==> src/rtl/cmd_io_pkg.sv <==
package cmd_io_pkg;
   typedef enum logic {
      CMD_GLOBAL = 1'b0,
      CMD_LINE   = 1'b1
   } cmd_kind_e;
endpackage

==> src/rtl/cmd_io_decode.sv <==
module cmd_io_decode
   import cmd_io_pkg::*;
#(
   parameter int ADDR_W = 7,
   parameter int WIN_W  = 2,
   parameter int OFS_W  = 4
) (
   input  logic [ADDR_W-1:0] addr,
   input  logic [WIN_W-1:0]  win_sel,
   input  logic              wr_en,
   input  logic              rd_en,
   output logic              wr_hit,
   output logic              rd_hit,
   output cmd_kind_e         cmd
);
   localparam int GAP_W = ADDR_W - WIN_W - OFS_W;

   if (GAP_W < 1) begin : g_bad_addr
      $error("cmd_io_decode: ADDR_W must exceed WIN_W + OFS_W");
   end

   logic in_win;

   always_comb begin
      in_win = (addr[ADDR_W-1 -: WIN_W] == win_sel) &&
               (addr[ADDR_W-WIN_W-1 -: GAP_W] == '0);
      wr_hit = wr_en && in_win;
      rd_hit = rd_en && in_win;
      cmd    = addr[0] ? CMD_LINE : CMD_GLOBAL;
   end
endmodule

==> src/rtl/cmd_io_lines.sv <==
module cmd_io_lines
   import cmd_io_pkg::*;
#(
   parameter int IDX_W   = 4,
   parameter int DATA_W  = 8,
   parameter int VAL_BIT = 3
) (
   input  logic                 clk,
   input  logic                 rst_n,
   input  logic                 wr_hit,
   input  cmd_kind_e            cmd,
   input  logic [DATA_W-1:0]    wdata,
   output logic [(1<<IDX_W)-1:0] line_out,
   output logic [IDX_W-1:0]     idx_q,
   output logic                 en_q
);
   localparam int NUM_LINES = 1 << IDX_W;

   if (DATA_W < IDX_W + VAL_BIT + 1) begin : g_bad_data
      $error("cmd_io_lines: index field overlaps value bit");
   end

   logic [IDX_W-1:0]     idx_w;
   logic [NUM_LINES-1:0] lat;

   assign idx_w = wdata[DATA_W-1 -: IDX_W];

   always_ff @(posedge clk or negedge rst_n) begin
      if (!rst_n) begin
         idx_q <= '0;
         en_q  <= 1'b0;
      end else if (wr_hit) begin
         idx_q <= idx_w;
         if (cmd == CMD_GLOBAL) en_q <= wdata[VAL_BIT];
      end
   end

   for (genvar g = 0; g < NUM_LINES; g++) begin : g_line
      logic q;
      always_ff @(posedge clk or negedge rst_n) begin
         if (!rst_n)
            q <= 1'b0;
         else if (wr_hit && cmd == CMD_LINE && idx_w == IDX_W'(g))
            q <= wdata[VAL_BIT];
      end
      assign lat[g]      = q;
      assign line_out[g] = en_q & q;
   end

   // every accepted write records its line index
   assert_idx_hold_R6: assert property (@(posedge clk) disable iff (!rst_n)
      wr_hit |=> idx_q == $past(idx_w));

   // a global command leaves every latch as it was
   assert_latch_kept_R5: assert property (@(posedge clk) disable iff (!rst_n)
      (wr_hit && cmd == CMD_GLOBAL) |=> lat == $past(lat));
endmodule

==> src/rtl/cmd_io_readmux.sv <==
module cmd_io_readmux #(
   parameter int IDX_W = 4,
   parameter int ACC_W = 4
) (
   input  logic [(1<<IDX_W)-1:0] line_in,
   input  logic [IDX_W-1:0]      idx,
   input  logic                  rd_hit,
   output logic [ACC_W-1:0]      rdata
);
   if (ACC_W < 2) begin : g_bad_acc
      $error("cmd_io_readmux: ACC_W must be at least 2");
   end

   always_comb begin
      if (rd_hit) rdata = {line_in[idx], {(ACC_W-1){1'b1}}};
      else        rdata = '0;
   end

   always_comb begin
      assert_rd_code_R6: assert (rdata == '0 || rdata[ACC_W-2:0] == '1);
   end
endmodule

==> src/rtl/cmd_io_port.sv <==
module cmd_io_port
   import cmd_io_pkg::*;
#(
   parameter int IDX_W   = 4,
   parameter int DATA_W  = 8,
   parameter int VAL_BIT = 3,
   parameter int ACC_W   = 4,
   parameter int WIN_W   = 2,
   parameter int OFS_W   = 4,
   parameter int ADDR_W  = 7
) (
   input  logic                   clk,
   input  logic                   rst_n,
   input  logic [WIN_W-1:0]       win_sel,
   input  logic                   wr_en,
   input  logic                   rd_en,
   input  logic [ADDR_W-1:0]      addr,
   input  logic [DATA_W-1:0]      wdata,
   output logic [ACC_W-1:0]       rdata,
   input  logic [(1<<IDX_W)-1:0]  line_in,
   output logic [(1<<IDX_W)-1:0]  line_out
);
   logic             wr_hit, rd_hit, en_q;
   logic [IDX_W-1:0] idx_q;
   cmd_kind_e        cmd;

   cmd_io_decode #(.ADDR_W(ADDR_W), .WIN_W(WIN_W), .OFS_W(OFS_W)) u_dec (
      .addr(addr), .win_sel(win_sel), .wr_en(wr_en), .rd_en(rd_en),
      .wr_hit(wr_hit), .rd_hit(rd_hit), .cmd(cmd));

   cmd_io_lines #(.IDX_W(IDX_W), .DATA_W(DATA_W), .VAL_BIT(VAL_BIT)) u_lines (
      .clk(clk), .rst_n(rst_n), .wr_hit(wr_hit), .cmd(cmd), .wdata(wdata),
      .line_out(line_out), .idx_q(idx_q), .en_q(en_q));

   cmd_io_readmux #(.IDX_W(IDX_W), .ACC_W(ACC_W)) u_rd (
      .line_in(line_in), .idx(idx_q), .rd_hit(rd_hit), .rdata(rdata));

   // without an accepted write the pins hold
   assert_quiet_hold_R8: assert property (@(posedge clk) disable iff (!rst_n)
      !wr_hit |=> $stable(line_out));

   // a per-line write while enabled shows on its pin
   assert_line_set_R2: assert property (@(posedge clk) disable iff (!rst_n)
      (wr_hit && addr[0] && en_q) |=>
         line_out[$past(wdata[DATA_W-1 -: IDX_W])] == $past(wdata[VAL_BIT]));

   // a global disable blanks every pin
   assert_disable_dark_R5: assert property (@(posedge clk) disable iff (!rst_n)
      (wr_hit && !addr[0] && !wdata[VAL_BIT]) |=> line_out == '0);

   // per-line writes while disabled keep the pins dark
   assert_dark_write_R3: assert property (@(posedge clk) disable iff (!rst_n)
      (wr_hit && addr[0] && !en_q) |=> line_out == '0);
endmodule

==> config.mk <==
export PLATFORM = sky130hd
export DESIGN_NAME = cmd_io_port
export DESIGN_NICKNAME = d
export VERILOG_FILES = /design/src/rtl/cmd_io_pkg.sv /design/src/rtl/cmd_io_decode.sv /design/src/rtl/cmd_io_lines.sv /design/src/rtl/cmd_io_readmux.sv /design/src/rtl/cmd_io_port.sv
export SDC_FILE = /design/constraint.sdc
export NUM_CORES = 1
export LEC_CHECK = 0
export ABC_AREA = 0
export BUFFER_PORTS_ARGS = -buffer_cell sky130_fd_sc_hd__buf_2
export CAP_MARGIN = 0
export CELL_PAD_IN_SITES_DETAIL_PLACEMENT = 1
export CELL_PAD_IN_SITES_GLOBAL_PLACEMENT = 2
export CORE_ASPECT_RATIO = 1.5
export CORE_MARGIN = 2
export CORE_UTILIZATION = 29
export CTS_BUF_LIST = sky130_fd_sc_hd__clkbuf_16
export DETAILED_ROUTE_END_ITERATION = 10
export GPL_ROUTABILITY_DRIVEN = 1
export PLACE_DENSITY = 0.88
export SLEW_MARGIN = 30
export SYNTH_ARGS = -nofsm -noshare
export SYNTH_HDL_FRONTEND = slang
export SYNTH_HIERARCHICAL = 1
export SYNTH_SLANG_ARGS = --single-unit
==> constraint.sdc <==
create_clock -name clk -period 2.2 [get_ports clk]
set_input_delay 0.11 -clock clk [delete_from_list [all_inputs] [get_ports clk]]
set_output_delay 0.11 -clock clk [all_outputs]
set_load 0.03 [all_outputs]
# Word level (Yosys, flattened, before mapping)
# Index checks and enable logic that the tools add are counted.
dict set report totals {
  register_bits 21
  latchBits 0
  ramBits 0
  rom_bits 0
  inputBits 37
  out_inout_bits 20
  wordCells 79
  mem_count 0
}
dict set report classes {
  n_addsub 0
  n_mul 0
  div_mod_pow 0
  magnitude_cmp 1
  eq_ne 16
  shifts 0
  n_mux 4
  bitwise_logic 18
  reduce_logical 22
}
# cell n
set ops {}
lappend ops {{== test 4 bit, second input constant} 8}
lappend ops {{logical AND 1 bit} 20}
lappend ops {{bitwise AND 1 bit} 16}
lappend ops {{== test 4 x 3 -> 1 bit, second input constant} 4}
lappend ops {{== test 4 x 2 -> 1 bit, second input constant} 2}
lappend ops {{< comparator 4 x 5 -> 1 bit, second input constant} 1}
lappend ops {{binary-select mux 1 bit (select 4 bit)} 1}
lappend ops {{== test 4 x 1 -> 1 bit, second input constant} 1}
lappend ops {{logical NOT 4 bit} 1}
lappend ops {{2-to-1 mux 4 bit} 1}
lappend ops {{== test 2 bit} 1}
lappend ops {{2-to-1 mux 1 bit} 2}
lappend ops {{inverter 1 bit} 2}
lappend ops {{AND reduction 2 bit} 1}

# Logic depth before layout (Yosys ltp)
dict set report logic_depth {
  word_depth 5
  mapped_depth 6
  depth_no_buf 5
}

# Modules after synthesis
# Netlist, hierarchy kept.
# mod instances cells_per_inst area_each_um2 seq_area_each_um2
set modules_own_cells {}
lappend modules_own_cells {cmd_io_lines 1 88 1028.5 525.5}
lappend modules_own_cells {cmd_io_readmux 1 20 178.9 0.0}
lappend modules_own_cells {cmd_io_decode 1 5 42.5 0.0}

# Worst setup path after synthesis
# OpenSTA, ideal clock, no wires.
dict set report synth_path {
  kind {in2reg}
  from {input port win_sel[0]}
  to {register u_lines.g_line[8].q}
  setup_time_ps 125
  arrival_time_ps 1473
  required_ps 2075
  slack_ps 602
  path_stages 6
  n_path_buf 1
  path_cell_list {xor2_1 > nor4b_1 > buf_6 > and4bb_4 > nor2b_1 > mux2_2}
}
dict set report synth_via {
  elab_chain_len 5
}
# item line_no
set synth_lines {}
lappend synth_lines {{start: declaration} cmd_io_port.sv:14} ;# input logic [WIN_W-1:0] win_sel,
lappend synth_lines {{== test 2 bit} cmd_io_decode.sv:25} ;# in_win = (addr[ADDR_W-1 -: WIN_W] == win_sel) &&
lappend synth_lines {{logical AND 1 bit} cmd_io_decode.sv:25}
lappend synth_lines {{logical AND 1 bit} cmd_io_decode.sv:27} ;# wr_hit = wr_en && in_win;
lappend synth_lines {{via wr_hit} cmd_io_port.sv:23} ;# logic wr_hit, rd_hit, en_q;
lappend synth_lines {{logical AND 1 bit (2 in series)} cmd_io_lines.sv:43} ;# else if (wr_hit && cmd == CMD_LINE && idx_w == IDX_W'(g))
lappend synth_lines {{end signal: assignment} cmd_io_lines.sv:44} ;# q <= wdata[VAL_BIT];
lappend synth_lines {{end: declaration} cmd_io_lines.sv:39} ;# logic q;
# The timed path passes the listed nets, and every way through them passes these cells.
# A chain may end at the register's enable or synchronous reset.

# Final worst setup path
dict set report layout_path {
  from {register u_lines.idx_q[0]}
  to {output port rdata[3]}
}
dict set report layout_via {
  elab_chain_len 3
}
# item line_no
set layout_lines {}
lappend layout_lines {{start: declaration} cmd_io_lines.sv:14} ;# output logic [IDX_W-1:0] idx_q,
lappend layout_lines {{start signal: assignment} cmd_io_lines.sv:33} ;# idx_q <= idx_w;
lappend layout_lines {{binary-select mux 1 bit (select 4 bit)} cmd_io_readmux.sv:15} ;# if (rd_hit) rdata = {line_in[idx], {(ACC_W-1){1'b1}}};
lappend layout_lines {{2-to-1 mux 1 bit (not written as such)} cmd_io_readmux.sv:15}
lappend layout_lines {{2-to-1 mux 4 bit} cmd_io_readmux.sv:15}
lappend layout_lines {{end: declaration} cmd_io_port.sv:19} ;# output logic [ACC_W-1:0] rdata,
# No other way between the ends. The select of a mux whose other input is x is not followed.

==> impl_metrics.tcl <==
set metrics [dict create \
    outcome "finished clean" \
    syn_area_um2 1250 \
    internal-power_uw 805.6 \
    min_delay_path_depth 2 \
    critical_path.reg2reg.endpoint "u_lines/en_q$_DFFE_PN0P_" \
    first_global_vias 1096 \
    initial_utilization 0.2996 \
    finalHoldViolCount 0 \
    r2r.worst_path.cells 1 \
    clock_skew_ps 0 \
    tritoncts "done" \
    layout-area-overhead-vs-synth_pct 26.83 \
    htreeDepth 1 \
    layout.core_utilization 0.3799 \
    finalWorstPathRequiredPeriod_ps 1943 \
    top_level_ports 57 \
    post_cts_buffers 0 \
    grt_setup_unrepaired "false" \
    min_period_over_period 0.8832 \
    fraction_of_power_consumed_by_sequential_logic 0.449 \
    path_delay_family "multiplexers" \
    synth_area_per_cell_um2 11.06 \
    clockRootBuffer "sky130_fd_sc_hd__clkbuf_16" \
    die_width_um 57.61 \
    ctsResizeCount 0 \
    hold_path.class "in -> reg" \
    layout-drive-gt1-share 0.4906 \
    final_max_slew_viol_count 0 \
    swShare 0.2801 \
    max_slew.worst_pin.slew_ps 724.6 \
    avg_vias_per_cell 4.902 \
    hold_buffers 1 \
    synth_fp_nets 150 \
    cpMaxStageDelayCell "sky130_fd_sc_hd__mux4_2" \
    power.share.combinational 0.217 \
    grt_antenna_before_repair 0 \
    gpl.final_weighted_congestion 0.7571 \
    cts_buffer_depth 2 \
    layout_commonest_cell "sky130_fd_sc_hd__buf_2" \
    detail_route.first_pass.iterations 4 \
    whs_ps 151.8 \
    synthesis.instances 113 \
    leakage_nw 0.8047 \
    core_area_um2 4173 \
    mostFrequentLayoutCells "sky130_fd_sc_hd__buf_2, sky130_fd_sc_hd__dfrtp_1, sky130_fd_sc_hd__mux2_2" \
    power_switching_uw 313.4 \
    nets 197 \
    timing.final.setup_violations 0 \
    synth_warnings 6 \
    post_synth_num_cell_types 25 \
    slowest_delay_ps 560 \
    critPathMaxFanout 7 \
    relSlewSlack 0.5101 \
    postRouteWirelength_mm 3.088 \
    timing_worst_setup_path_type "reg -> out" \
    yosysSeqAreaShare 0.4204 \
    cp.arrival_ps 1830 \
    final_area_um2 1585 \
    dieHeight_um 84.41 \
    dp_hpwl_mm 2.389 \
    crit_path_end_kind "primary output" \
    maxCapViolCount 0 \
    clock.fmax_mhz 514.7 \
    clock_insertion_delay_worst_skew_ps 250 \
    timing.hold.worst_endpoint "u_lines/idx_q[1]$_DFFE_PN0P_" \
    placement.cell_area_um2 1495 \
    gr-usage-all-layers 0.1304 \
    avgRoutedWirePerCell_um 15.06 \
    wire_length_of_the_first_global_routing_pass_mm 5.092 \
    timing.final.ws_setup_ps 257.1 \
    cellPowerDensity_nw_per_um2 705.9 \
    route.detailed.drc 0 \
    largest_net_degree_at_the_start_of_global_routing 22 \
    gr-total-overflow 0 \
    reg2reg_setup_slack_ps 1210 \
    ant_nets 0 \
    irDropWorstVdd_uv 407.9 \
    insertedDiodeCount 0 \
    placementRows 29 \
    numCtsBuffers 3 \
    rr_startpoint "u_lines/en_q$_DFFE_PN0P_" \
    crit_path_cell_trace "mux4_2 > o211ai_1 > o22ai_1 > buf_2" \
    place_worst_setup_slack_ps 318.3 \
    start_kind "flip-flop" \
    number_of_flip_flops_and_latches_in_the_synthesized_netlist 21 \
    numPortBuffers 50 \
    design.die.area_um2 4862 \
    drt_first_iter_violations 19 \
    clk_pin_slew_ps 60 \
    timing.hold.worst.start "wdata[5]" \
    clock_sink_count 21 \
    num_vias 1005 \
    fillCellCount 491 \
    clkPwrFrac 0.335 \
    totalNegativeSetupSlack_ps 0 \
    cp.buffers_inverters 1 \
    required_time_of_the_critical_path_ps 2090 \
]
[sequential cells by signal, summed over array words and instances (netlist names)]
name              count
u_lines/en_q          1
u_lines/idx_q         4
u_lines/g_line.q     16
[layout make-up]
cell class	instances	area, µm²	share of cell area
clock inverters	1	5.005	0.003157
clock buffers	3	75.07	0.04736
well taps	46	57.56	0.03631
repair buffers	52	267.8	0.1689
multi-input cells	82	654.4	0.4128
flip-flops and latches	21	525.5	0.3315
[how the worst max path moves through the flow]
stage	start	depth (start not counted)	to	slack (ps)
6_report	u_lines/idx_q[0]$_DFFE_PN0P_	4	rdata[3]	260
5_1_grt	u_lines/idx_q[0]$_DFFE_PN0P_	4	rdata[3]	160
4_1_cts	u_lines/idx_q[0]$_DFFE_PN0P_	4	rdata[3]	240
3_5_place_dp	win_sel[0]	7	u_lines/g_line[1].q$_DFFE_PN0P_	320
3_3_place_gp	win_sel[0]	7	u_lines/g_line[1].q$_DFFE_PN0P_	380
2_1_floorplan	win_sel[0]	6	u_lines/g_line[8].q$_DFFE_PN0P_	600
[layer usage]
layer  wire, µm  up-vias  part of all wire  global-route usage
met1       1104      482              0.36              0.1368
met3        250        2             0.081             0.02465
met4         12        0            0.0039             0.03171
met5          0        -                 0                   0
li1           -      480                 -                   -
met2       1720       41              0.56              0.2552
[kinds of logic after synthesis]
group / Yosys count / synth area share
multiplexers: 27 / 0.2573
AND/OR/NAND/NOR: 50 / 0.2312
flip-flops: 21 / 0.4204
AO/OA/AOI/OAI: 3 / 0.02102
buffers and inverters: 10 / 0.05606
XOR/XNOR: 2 / 0.01402
[per-stage QoR]
step / std cells / total power [mW]
final: 205 / 1.119
after global routing: 205 / 1.190
after CTS: 205 / 1.139
after detailed placement: 200 / 0.7556
after global placement: 200 / 0.7391
after floorplan: 113 / 0.6787
[cells in the mapped netlist]
cell / n / area, µm²
sky130_fd_sc_hd__o211ai_2: 1 / 12.51
sky130_fd_sc_hd__buf_4: 4 / 30.03
sky130_fd_sc_hd__nand4b_1: 2 / 17.52
sky130_fd_sc_hd__nand2_1: 5 / 18.77
sky130_fd_sc_hd__xor2_1: 2 / 17.52
sky130_fd_sc_hd__nand4_1: 1 / 6.260
sky130_fd_sc_hd__o22ai_1: 1 / 6.260
sky130_fd_sc_hd__buf_6: 2 / 22.52
sky130_fd_sc_hd__nor2_1: 10 / 37.54
sky130_fd_sc_hd__dfrtp_1: 21 / 525.5
sky130_fd_sc_hd__mux2i_1: 4 / 40.04
sky130_fd_sc_hd__clkbuf_1: 2 / 7.510
sky130_fd_sc_hd__nand3_1: 3 / 15.01
sky130_fd_sc_hd__nand2b_1: 3 / 18.77
sky130_fd_sc_hd__and4bb_4: 1 / 16.27
sky130_fd_sc_hd__and2_1: 16 / 100.1
sky130_fd_sc_hd__nor3_1: 3 / 15.01
sky130_fd_sc_hd__nor4b_1: 2 / 17.52
sky130_fd_sc_hd__buf_2: 2 / 10.01
sky130_fd_sc_hd__o211ai_1: 1 / 7.510
sky130_fd_sc_hd__mux2_1: 2 / 22.52
sky130_fd_sc_hd__nor2b_1: 3 / 18.77
sky130_fd_sc_hd__nand3b_1: 1 / 7.510
sky130_fd_sc_hd__mux4_2: 2 / 45.04
sky130_fd_sc_hd__mux2_2: 19 / 214.0
[power by group through the flow]
stage	clock network, mW	logic, mW	registers, mW
floorplan	0	0.210	0.469
global placement	0	0.234	0.505
detailed placement	0	0.243	0.512
CTS	0.388	0.246	0.506
global route	0.410	0.264	0.516
finish	0.374	0.242	0.502
Note: power is estimated with default switching activity, not from simulation.
